`src/rtl/sio_b2_pkg.sv`:
```
`timescale 1ns/1ps
package sio_b2_pkg;
  localparam int unsigned BURST_LEN = 2;
  typedef enum logic {BEAT_EVEN = 1'b0, BEAT_ODD = 1'b1} beat_e;
endpackage

```
`src/rtl/sio_b2_wcollect.sv`:
```
`timescale 1ns/1ps
module sio_b2_wcollect
  import sio_b2_pkg::*;
#(
  parameter int unsigned AW = 4,
  parameter int unsigned DW = 16,
  parameter int unsigned NB = DW / 8
) (
  input  logic                             clk_i,
  input  logic                             rst_ni,
  input  logic                             cmd_slot_i,
  input  logic                             wr_i,
  input  logic [AW-1:0]                    wr_addr_i,
  input  logic [DW-1:0]                    wdata_i,
  input  logic [NB-1:0]                    wbe_i,
  output logic                             fw_v_o,
  output logic [AW-1:0]                    fw_addr_o,
  output logic [BURST_LEN-1:0][DW-1:0]     fw_data_o,
  output logic [BURST_LEN-1:0][NB-1:0]     fw_be_o,
  output logic                             pend_v_o,
  output logic [AW-1:0]                    pend_addr_o,
  output logic [BURST_LEN-1:0][DW-1:0]     pend_data_o,
  output logic [BURST_LEN-1:0][NB-1:0]     pend_be_o,
  output logic                             commit_o
);
  logic          wait_b0_q, wait_b1_q;
  logic [AW-1:0] addr_q;
  logic [DW-1:0] d0_q;
  logic [NB-1:0] be0_q;

  always_ff @(posedge clk_i or negedge rst_ni) begin
    if (!rst_ni) begin
      wait_b0_q   <= 1'b0;
      wait_b1_q   <= 1'b0;
      addr_q      <= '0;
      d0_q        <= '0;
      be0_q       <= '0;
      pend_v_o    <= 1'b0;
      pend_addr_o <= '0;
      pend_data_o <= '0;
      pend_be_o   <= '0;
    end else if (cmd_slot_i) begin
      wait_b0_q <= wr_i;
      wait_b1_q <= 1'b0;
      if (wr_i) addr_q <= wr_addr_i;
      // beat 1 arrives with the next command slot; older pending entry retires
      if (wait_b1_q) begin
        pend_v_o    <= 1'b1;
        pend_addr_o <= addr_q;
        pend_data_o <= {wdata_i, d0_q};
        pend_be_o   <= {wbe_i, be0_q};
      end
    end else if (wait_b0_q) begin
      wait_b0_q <= 1'b0;
      wait_b1_q <= 1'b1;
      d0_q      <= wdata_i;
      be0_q     <= wbe_i;
    end
  end

  assign fw_v_o    = wait_b1_q;
  assign fw_addr_o = addr_q;
  assign fw_data_o = {wdata_i, d0_q};
  assign fw_be_o   = {wbe_i, be0_q};
  assign commit_o  = cmd_slot_i & wait_b1_q & pend_v_o;

  p_beat0_in_data_slot_r3: assert property (@(posedge clk_i) disable iff (!rst_ni)
    wait_b0_q |-> !cmd_slot_i);
  p_beat1_in_cmd_slot_r3: assert property (@(posedge clk_i) disable iff (!rst_ni)
    wait_b1_q |-> cmd_slot_i);
  p_beat_order_r3: assert property (@(posedge clk_i) disable iff (!rst_ni)
    wait_b1_q |-> $past(wait_b0_q));
endmodule

```
`src/rtl/sio_b2_array.sv`:
```
`timescale 1ns/1ps
module sio_b2_array
  import sio_b2_pkg::*;
#(
  parameter int unsigned AW = 4,
  parameter int unsigned DW = 16,
  parameter int unsigned NB = DW / 8
) (
  input  logic                         clk_i,
  input  logic                         wr_en_i,
  input  logic [AW-1:0]                wr_addr_i,
  input  logic [BURST_LEN-1:0][DW-1:0] wr_data_i,
  input  logic [BURST_LEN-1:0][NB-1:0] wr_be_i,
  input  logic [AW-1:0]                rd_addr_i,
  input  logic                         fa_v_i,
  input  logic [AW-1:0]                fa_addr_i,
  input  logic [BURST_LEN-1:0][DW-1:0] fa_data_i,
  input  logic [BURST_LEN-1:0][NB-1:0] fa_be_i,
  input  logic                         fb_v_i,
  input  logic [AW-1:0]                fb_addr_i,
  input  logic [BURST_LEN-1:0][DW-1:0] fb_data_i,
  input  logic [BURST_LEN-1:0][NB-1:0] fb_be_i,
  output logic [BURST_LEN-1:0][DW-1:0] rd_data_o
);
  localparam int unsigned DEPTH = 1 << AW;

  logic hit_a, hit_b;
  assign hit_a = fa_v_i && (fa_addr_i == rd_addr_i);
  assign hit_b = fb_v_i && (fb_addr_i == rd_addr_i);

  // bank b holds beat address {cmd_addr, b}
  for (genvar b = 0; b < BURST_LEN; b++) begin : g_bank
    logic [DW-1:0] mem_q [DEPTH];
    logic [DW-1:0] raw;

    always_ff @(posedge clk_i) begin
      if (wr_en_i) begin
        for (int j = 0; j < NB; j++) begin
          if (wr_be_i[b][j]) mem_q[wr_addr_i][8*j +: 8] <= wr_data_i[b][8*j +: 8];
        end
      end
    end

    assign raw = mem_q[rd_addr_i];

    // youngest write wins per byte, then pending entry, then array
    for (genvar j = 0; j < NB; j++) begin : g_byte
      assign rd_data_o[b][8*j +: 8] =
        (hit_a && fa_be_i[b][j]) ? fa_data_i[b][8*j +: 8] :
        (hit_b && fb_be_i[b][j]) ? fb_data_i[b][8*j +: 8] :
                                   raw[8*j +: 8];
    end
  end
endmodule

```
`src/rtl/sio_b2_rdpipe.sv`:
```
`timescale 1ns/1ps
module sio_b2_rdpipe
  import sio_b2_pkg::*;
#(
  parameter int unsigned DW     = 16,
  parameter int unsigned RD_LAT = 2
) (
  input  logic                         clk_i,
  input  logic                         rst_ni,
  input  logic                         cmd_slot_i,
  input  logic                         stage_en_i,
  input  logic                         rq_v_i,
  input  logic [BURST_LEN-1:0][DW-1:0] rq_data_i,
  output logic [DW-1:0]                rdata_o,
  output logic                         rvalid_o
);
  logic                         src_v;
  logic [BURST_LEN-1:0][DW-1:0] src_d;
  logic                         hold_v_q;
  logic [DW-1:0]                hold_d_q;
  beat_e                        rbeat_q;

  if (RD_LAT == 1) begin : g_direct
    assign src_v = rq_v_i;
    assign src_d = rq_data_i;
  end else begin : g_stages
    localparam int unsigned NS = RD_LAT - 1;
    logic                         v_q [NS];
    logic [BURST_LEN-1:0][DW-1:0] d_q [NS];

    always_ff @(posedge clk_i or negedge rst_ni) begin
      if (!rst_ni) begin
        for (int i = 0; i < NS; i++) v_q[i] <= 1'b0;
      end else if (cmd_slot_i) begin
        v_q[0] <= rq_v_i;
        for (int i = 1; i < NS; i++) v_q[i] <= v_q[i-1];
      end
    end

    always_ff @(posedge clk_i) begin
      if (cmd_slot_i) begin
        d_q[0] <= rq_data_i;
        for (int i = 1; i < NS; i++) d_q[i] <= d_q[i-1];
      end
    end

    assign src_v = v_q[NS-1];
    assign src_d = d_q[NS-1];
  end

  always_ff @(posedge clk_i or negedge rst_ni) begin
    if (!rst_ni) begin
      hold_v_q <= 1'b0;
      hold_d_q <= '0;
    end else if (cmd_slot_i) begin
      hold_v_q <= src_v;
      hold_d_q <= src_d[1];
    end
  end

  always_ff @(posedge clk_i or negedge rst_ni) begin
    if (!rst_ni) begin
      rvalid_o <= 1'b0;
      rdata_o  <= '0;
      rbeat_q  <= BEAT_EVEN;
    end else if (stage_en_i) begin
      if (cmd_slot_i) begin
        rvalid_o <= src_v;
        rdata_o  <= src_v ? src_d[0] : '0;
        rbeat_q  <= BEAT_EVEN;
      end else begin
        rvalid_o <= hold_v_q;
        rdata_o  <= hold_v_q ? hold_d_q : '0;
        rbeat_q  <= BEAT_ODD;
      end
    end
  end

  p_two_beats_r1: assert property (@(posedge clk_i) disable iff (!rst_ni)
    (!cmd_slot_i && stage_en_i && $past(stage_en_i) && rvalid_o && rbeat_q == BEAT_EVEN)
      |=> (rvalid_o && rbeat_q == BEAT_ODD));
  p_idle_zero_r4: assert property (@(posedge clk_i) disable iff (!rst_ni)
    !rvalid_o |-> (rdata_o == '0));
endmodule

```
`src/rtl/sio_b2_sram.sv`:
```
`timescale 1ns/1ps
module sio_b2_sram
  import sio_b2_pkg::*;
#(
  parameter int unsigned AW     = 4,
  parameter int unsigned DW     = 16,
  parameter int unsigned RD_LAT = 2
) (
  input  logic            clk_i,
  input  logic            rst_ni,
  input  logic            rd_i,
  input  logic [AW-1:0]   rd_addr_i,
  input  logic            wr_i,
  input  logic [AW-1:0]   wr_addr_i,
  input  logic [DW-1:0]   wdata_i,
  input  logic [DW/8-1:0] wbe_i,
  input  logic            out_sel_i,
  input  logic            oclk_tick_i,
  output logic [DW-1:0]   rdata_o,
  output logic            rvalid_o
);
  localparam int unsigned NB = DW / 8;

  logic          cmd_slot_q;
  logic          rq_v_q;
  logic [AW-1:0] rq_addr_q;
  logic          stage_en;

  logic                         fw_v, pend_v, commit;
  logic [AW-1:0]                fw_addr, pend_addr;
  logic [BURST_LEN-1:0][DW-1:0] fw_data, pend_data, merged;
  logic [BURST_LEN-1:0][NB-1:0] fw_be, pend_be;

  // 1: next edge is a command edge
  always_ff @(posedge clk_i or negedge rst_ni) begin
    if (!rst_ni) cmd_slot_q <= 1'b1;
    else         cmd_slot_q <= !cmd_slot_q;
  end

  always_ff @(posedge clk_i or negedge rst_ni) begin
    if (!rst_ni) begin
      rq_v_q    <= 1'b0;
      rq_addr_q <= '0;
    end else if (cmd_slot_q) begin
      rq_v_q    <= rd_i;
      rq_addr_q <= rd_addr_i;
    end
  end

  assign stage_en = out_sel_i ? oclk_tick_i : 1'b1;

  sio_b2_wcollect #(.AW(AW), .DW(DW), .NB(NB)) u_wcol (
    .clk_i       (clk_i),
    .rst_ni      (rst_ni),
    .cmd_slot_i  (cmd_slot_q),
    .wr_i        (wr_i),
    .wr_addr_i   (wr_addr_i),
    .wdata_i     (wdata_i),
    .wbe_i       (wbe_i),
    .fw_v_o      (fw_v),
    .fw_addr_o   (fw_addr),
    .fw_data_o   (fw_data),
    .fw_be_o     (fw_be),
    .pend_v_o    (pend_v),
    .pend_addr_o (pend_addr),
    .pend_data_o (pend_data),
    .pend_be_o   (pend_be),
    .commit_o    (commit)
  );

  sio_b2_array #(.AW(AW), .DW(DW), .NB(NB)) u_array (
    .clk_i     (clk_i),
    .wr_en_i   (commit),
    .wr_addr_i (pend_addr),
    .wr_data_i (pend_data),
    .wr_be_i   (pend_be),
    .rd_addr_i (rq_addr_q),
    .fa_v_i    (fw_v),
    .fa_addr_i (fw_addr),
    .fa_data_i (fw_data),
    .fa_be_i   (fw_be),
    .fb_v_i    (pend_v),
    .fb_addr_i (pend_addr),
    .fb_data_i (pend_data),
    .fb_be_i   (pend_be),
    .rd_data_o (merged)
  );

  sio_b2_rdpipe #(.DW(DW), .RD_LAT(RD_LAT)) u_rdpipe (
    .clk_i      (clk_i),
    .rst_ni     (rst_ni),
    .cmd_slot_i (cmd_slot_q),
    .stage_en_i (stage_en),
    .rq_v_i     (rq_v_q),
    .rq_data_i  (merged),
    .rdata_o    (rdata_o),
    .rvalid_o   (rvalid_o)
  );

  p_hold_r8: assert property (@(posedge clk_i) disable iff (!rst_ni)
    (out_sel_i && !oclk_tick_i) |=> ($stable(rdata_o) && $stable(rvalid_o)));
  p_capture_cmd_only_r2: assert property (@(posedge clk_i) disable iff (!rst_ni)
    !cmd_slot_q |=> ($stable(rq_v_q) && $stable(rq_addr_q)));
endmodule

```
`config.mk`:
```
export PLATFORM = sky130hd
export DESIGN_NAME = sio_b2_sram
export DESIGN_NICKNAME = d
export VERILOG_FILES = /design/src/rtl/sio_b2_pkg.sv /design/src/rtl/sio_b2_wcollect.sv /design/src/rtl/sio_b2_array.sv /design/src/rtl/sio_b2_rdpipe.sv /design/src/rtl/sio_b2_sram.sv
export SDC_FILE = /design/constraint.sdc
export NUM_CORES = 1
export LEC_CHECK = 0
export ABC_CLOCK_PERIOD_IN_PS = 3100
export BUFFER_PORTS_ARGS = -buffer_cell sky130_fd_sc_hd__clkbuf_2
export CORE_MARGIN = 2
export CORE_UTILIZATION = 40
export CTS_CLUSTER_DIAMETER = 30
export DETAILED_ROUTE_END_ITERATION = 8
export GPL_TIMING_DRIVEN = 1
export PLACE_DENSITY = 0.59
export SYNTH_ARGS = -nofsm -noshare
export SYNTH_HDL_FRONTEND = slang
export SYNTH_SLANG_ARGS = --single-unit
export TNS_END_PERCENT = 30
```
`constraint.sdc`:
```
create_clock -name clk_i -period 3.1 [get_ports clk_i]
set_input_delay 0.62 -clock clk_i [delete_from_list [all_inputs] [get_ports clk_i]]
set_output_delay 0.62 -clock clk_i [all_outputs]
set_load 0.01 [all_outputs]
```
# Yosys cells after proc, flatten, opt, wreduce, memory -nomap -nowiden
# Memory sizes are Yosys's and may differ from the RTL's.
# Index checks and enable logic that the tools add are counted.
# classes
n_reduce_logical,15
n_mux,30
bitwise,3
n_eq_ne,2
# op_table
cell,n
$mux W8,8
$mux W16,3
$mux W1,19
$logic_and A1 B1 Y1,10
$eq A4 B4 Y1,2
$reduce_and A2 Y1,3
$and A1 B1 Y1,2
$reduce_bool A2 Y1,1
$logic_not A1 Y1,1
$not A1 Y1,1
# word_totals
memories,3
mem_bits_rw,544
reg_bits,106
# mem_list
memory,depth,width,rd,rd_clocked_by_memory_dff,wr,line,rtl
u_array.g_bank[0].mem_q,16,16,1,0,1,sio_b2_array.sv:33,logic [DW-1:0] mem_q [DEPTH];
u_array.g_bank[1].mem_q,16,16,1,0,1,sio_b2_array.sv:33,
u_rdpipe.g_stages.d_q,1,32,1,0,1,sio_b2_rdpipe.sv:29,logic [BURST_LEN-1:0][DW-1:0] d_q [NS];

# Depth between registers and ports, before layout
# logic_depth
depth_word,5
mapped_depth,8
ltp_nobuf,5

# Cells and area by module
# A second synthesis with hierarchy kept.
# hier_totals
cells_unflattened,1276
area_unflattened_um2,25597.0
# modules_own_cells
mod,area_per_inst_um2,cells_each,n_inst,seq_area_each_um2
sio_b2_array,20397.1,972,1,15374.7
sio_b2_wcollect,2536.2,159,1,1626.6
sio_b2_rdpipe,2416.1,131,1,1836.8
sio_b2_sram,247.7,14,1,151.4

# Least setup slack after synthesis
# Ideal clock, no wire load.
# synth_path
kind,register -> register
from,reg cmd_slot_q
to,"mem u_array.g_bank[0].mem_q[10][10], enable pin"
arrival_time_ns,2.163
setup_slack_ns,0.567
setup_time_ns,0.370
stages_incl_launch_ff,5
n_path_buf,2
path_cell_list,dfstp_2 clkbuf_1 nand4_1 clkbuf_1 nor2_1
# synth_via
elab_chain_cells,4
# synth_rtl
element,line,rtl
"start, declared",sio_b2_sram.sv:24,logic cmd_slot_q;
"start signal, assigned",sio_b2_sram.sv:37,else cmd_slot_q <= !cmd_slot_q;
$and A1 B1 Y1 (2 in a row),sio_b2_wcollect.sv:65,assign commit_o = cmd_slot_i & wait_b1_q & pend_v_o;
$mux W1,sio_b2_array.sv:37,if (wr_en_i) begin
$mux W1 (implied by the code),sio_b2_array.sv:39,if (wr_be_i[b][j]) mem_q[wr_addr_i][8*j +: 8] <= wr_data_i[b][8*j +: 8];
"end, declared",sio_b2_array.sv:33,
# No other way between the ends.

==> results.json <==
{
  "run_status": "completed",
  "min_from": "wr_addr_i[0]",
  "clock_path_buffers": 3,
  "layout-area-overhead-vs-synth_pct": 22.0,
  "dp_worst_setup_slack_ns": 0.454,
  "ys_dominant_reg_cell": "sky130_fd_sc_hd__edfxtp_1",
  "simple_gate_area_share_of_the_yosys_netlist": 0.0353,
  "finalCriticalPeriod_ns": 2.67,
  "start_util": 0.403,
  "dr_total_vias": 13200,
  "antenna_found_initial": 0,
  "cts.reportedPaths.clkPinSlew_ns": 0.05,
  "via_per_inst": 5.41,
  "yosysTopAreaCellShare": 0.646,
  "post_synth_inst_count": 1320,
  "boundaryPins": 49,
  "timing_hold_violations_final": 0,
  "max-cap-violations": 0,
  "post_route_cells_drive_above_1_share": 0.299,
  "detailedRoute.firstPassIterationCount": 7,
  "gpl_wtd_cong": 0.796,
  "final_net_count": 1534,
  "wire_length_of_the_first_global_routing_pass_microns": 89700,
  "r2r_cells": 5,
  "chip_height_microns": 255,
  "drt_drc_violations_left": 0,
  "worst_ep_arrival_time_ns": 3.07,
  "postRouteWirelength_microns": 59800,
  "detail_route.iter0.violations": 1229,
  "depth_of_the_worst_hold_timing_path": 2,
  "unrepaired_setup_endpoints_after_global_routing": "no",
  "crit_path_end_kind": "flop",
  "cellPowerDensity_mw_per_mm2": 756,
  "synthDistinctLibCells": 31,
  "synth-seq-cells": 650,
  "pin_count_of_the_biggest_net_entering_global_routing": 48,
  "tritoncts_clock_tree": "yes",
  "rows": 92,
  "post_drt_wl_per_cell_microns": 24.5,
  "dpl-instance-area_sq_mm": 0.0270,
  "cts_inserted_buffers": 113,
  "clkPwrFrac": 0.516,
  "ys_top_cells_by_area": "sky130_fd_sc_hd__edfxtp_1, sky130_fd_sc_hd__mux4_2, sky130_fd_sc_hd__dfrtp_1, sky130_fd_sc_hd__mux2_1, sky130_fd_sc_hd__a22oi_1",
  "r2r_end": "u_rdpipe.g_stages.d_q[0][1]$_DFFE_PP_",
  "cts.htree.levels": 3,
  "worstPathRequired_ns": 3.50,
  "synth_async_sr_flop_share": 0.163,
  "finish.instance_area_sq_mm": 0.0308,
  "final_antenna_net_count": 0,
  "synth-xor-area-share": 0.00173,
  "cellInternalPower_w": 0.0181,
  "mappedNetlistNets": 1352,
  "gr-usage-all-layers": 0.184,
  "fmax_mhz": 375,
  "power.leakage_nw": 10.7,
  "antenna_cells_inserted": 0,
  "io_buffer_count": 48,
  "synth_enable_flop_cells": 544,
  "synthesized_area_fraction_occupied_by_ao_oa_aoi_and_oai_cells": 0.0464,
  "synth_adder_area_share": 0,
  "seq_power_share": 0.439,
  "die_w_microns": 255,
  "skew_ns": 0.0281,
  "timing.critical_path.fanout_max": 26,
  "coreArea_sq_mm": 0.0627,
  "r2r_setup_slack_ns": 0.43,
  "largest_family_of_logic_cells_by_synthesized_area": "multiplexers",
  "clock_sink_count": 650,
  "vdd_ir_drop_max_mv": 0.414,
  "post-synth-top-area-cell": "sky130_fd_sc_hd__edfxtp_1",
  "rr_startpoint": "rq_addr_q[0]$_DFFE_PN0P_",
  "synth_area_sq_mm": 0.0253,
  "post_cts_buffers": 0,
  "synth.avg_cell_area_sq_um": 19.1,
  "synth_warnings": 0,
  "hp-class": "primary input to flop",
  "category_of_the_critical_setup_timing_path": "flop to flop",
  "tightest_slew_ns": 0.950,
  "critPathLaunchType": "flop",
  "first_global_vias": 13800,
  "power_frac_comb": 0.045,
  "worst_skew_pair.late_latency_ns": 0.65,
  "p_sw_w": 0.00522,
  "slew_violations": 0,
  "synthMuxAreaShare": 0.152,
  "dieArea_sq_mm": 0.0652,
  "timing.final.crit_share": 0.860,
  "dp.final_hpwl_microns": 37500,
  "power.share.switching": 0.224,
  "seq_area_frac_synth": 0.751,
  "report.final.setup_viol": 0,
  "max_slew_margin": 0.364,
  "ctsRootBufferMaster": "sky130_fd_sc_hd__clkbuf_16",
  "cts.repair.resized": 0,
  "layout_commonest_cell": "sky130_fd_sc_hd__edfxtp_1",
  "fin_worst_setup_slack_ns": 0.433,
  "totalNegativeSetupSlack_ns": 0,
  "most-common-layout-cells": "sky130_fd_sc_hd__edfxtp_1, sky130_fd_sc_hd__mux4_2, sky130_fd_sc_hd__clkbuf_16",
  "globalRouteOverflowTotal": 0,
  "worstHoldEndpoint": "u_wcol.fw_addr_o[0]$_DFFE_PN0P_"
}
-- area by class of cell --
cell class                      instances  area, sq um
Fill cell                            5104        31900
Tap cell                              846         1060
Timing Repair Buffer                  142         1030
Clock buffer                          138         3060
Sequential cell                       650        19000
Inverter                                5         18.8
Clock inverter                         74          736
Multi-Input combinational cell        590         5950
-- state kept, by name, indices dropped and copies added (netlist names) --
signal                 cells
rq_v_q                     1
u_rdpipe.hold_d_q         16
u_wcol.pend_be_o           4
u_wcol.fw_addr_o           4
cmd_slot_q                 1
u_rdpipe.g_stages.d_q     32
u_wcol.be0_q               2
u_wcol.fw_v_o              1
u_wcol.pend_addr_o         4
u_rdpipe.hold_v_q          1
u_wcol.wait_b0_q           1
u_wcol.pend_data_o        32
u_wcol.pend_v_o            1
u_rdpipe.rdata_o          16
u_rdpipe.g_stages.v_q      1
u_rdpipe.rvalid_o          1
rq_addr_q                  4
u_array.g_bank.mem_q     512
u_wcol.d0_q               16
-- timing repair --
item | in CTS | in global routing
endpoints found under the hold margin | 14 | 0
endpoints found under the setup margin | 0 | 0
hold buffers | 1 | 0
-- cells in the mapped netlist, drive strengths merged, types with 2 or more instances --
library cell / number
nor2: 92
nand2: 81
nand3: 11
dfrtp: 105
and4: 4
inv: 5
mux2: 84
clkbuf: 36
nor2b: 6
xnor2: 5
edfxtp: 544
a22oi: 80
a21oi: 48
and2: 2
nand2b: 4
mux4: 128
nand4: 9
a2bb2oi: 32
buf: 39
-- kinds of logic after synthesis --
| group | after synthesis |
|---|---|
| flops | 650 |
| mux | 212 |
| simple gates | 210 |
| compound gates | 163 |
| buf+inv | 80 |
| xor+xnor | 5 |
-- through the flow --
stage / std cells / util / total power [W] / hold slack [ns]
floorplan: 1320 / - / 0.0108 / 0.324
global placement: 2232 / 0.431 / 0.0114 / 0.444
detailed placement: 2232 / 0.431 / 0.0114 / 0.451
CTS: 2445 / 0.492 / 0.0235 / 0.170
global route: 2445 / 0.492 / 0.0240 / 0.200
finish: 2445 / 0.492 / 0.0233 / 0.195
-- per-layer routing --
| layer | wire length (microns) | vias to the layer above | global-route usage |
|---|---|---|---|
| li1 | - | 5718 | - |
| met1 | 25900 | 6941 | 0.255 |
| met2 | 28500 | 450 | 0.291 |
| met3 | 3890 | 107 | 0.0386 |
| met4 | 1520 | 0 | 0.0631 |
| met5 | 0 | - | 0 |
-- worst max-delay path by stage --
stage / from / endpoint / slack, ns
after floorplan: cmd_slot_q$_DFF_PN1_ / u_array.g_bank[0].mem_q[10][10]$_DFFE_PP_ / 0.57
after global placement: rq_addr_q[0]$_DFFE_PN0P_ / u_rdpipe.g_stages.d_q[0][22]$_DFFE_PP_ / 0.43
after detailed placement: rq_addr_q[0]$_DFFE_PN0P_ / u_rdpipe.g_stages.d_q[0][22]$_DFFE_PP_ / 0.45
after CTS: rq_addr_q[0]$_DFFE_PN0P_ / u_rdpipe.g_stages.d_q[0][20]$_DFFE_PP_ / 0.44
after global routing: rq_addr_q[0]$_DFFE_PN0P_ / u_rdpipe.g_stages.d_q[0][25]$_DFFE_PP_ / 0.33
final: rq_addr_q[0]$_DFFE_PN0P_ / u_rdpipe.g_stages.d_q[0][1]$_DFFE_PP_ / 0.43
-- worst max-delay path, stage by stage (launching register included) --
cell                        delay [ns]
sky130_fd_sc_hd__dfrtp_4          0.85
sky130_fd_sc_hd__nand2b_1         0.19
sky130_fd_sc_hd__o2111a_1         0.40
sky130_fd_sc_hd__and4_1           0.49
sky130_fd_sc_hd__a21oi_1          0.12
sky130_fd_sc_hd__a2bb2oi_1        0.35
-- power groups by stage --
| stage | Combinational, W | Sequential, W | Clock (W) |
|---|---|---|---|
| after floorplan | 0.000672 | 0.0102 | 0 |
| after global placement | 0.00104 | 0.0104 | 0 |
| after detailed placement | 0.00105 | 0.0104 | 0 |
| after CTS | 0.00106 | 0.0102 | 0.0122 |
| after global routing | 0.00113 | 0.0103 | 0.0126 |
| final | 0.00105 | 0.0102 | 0.0120 |
(Power assumes the default switching activity.)
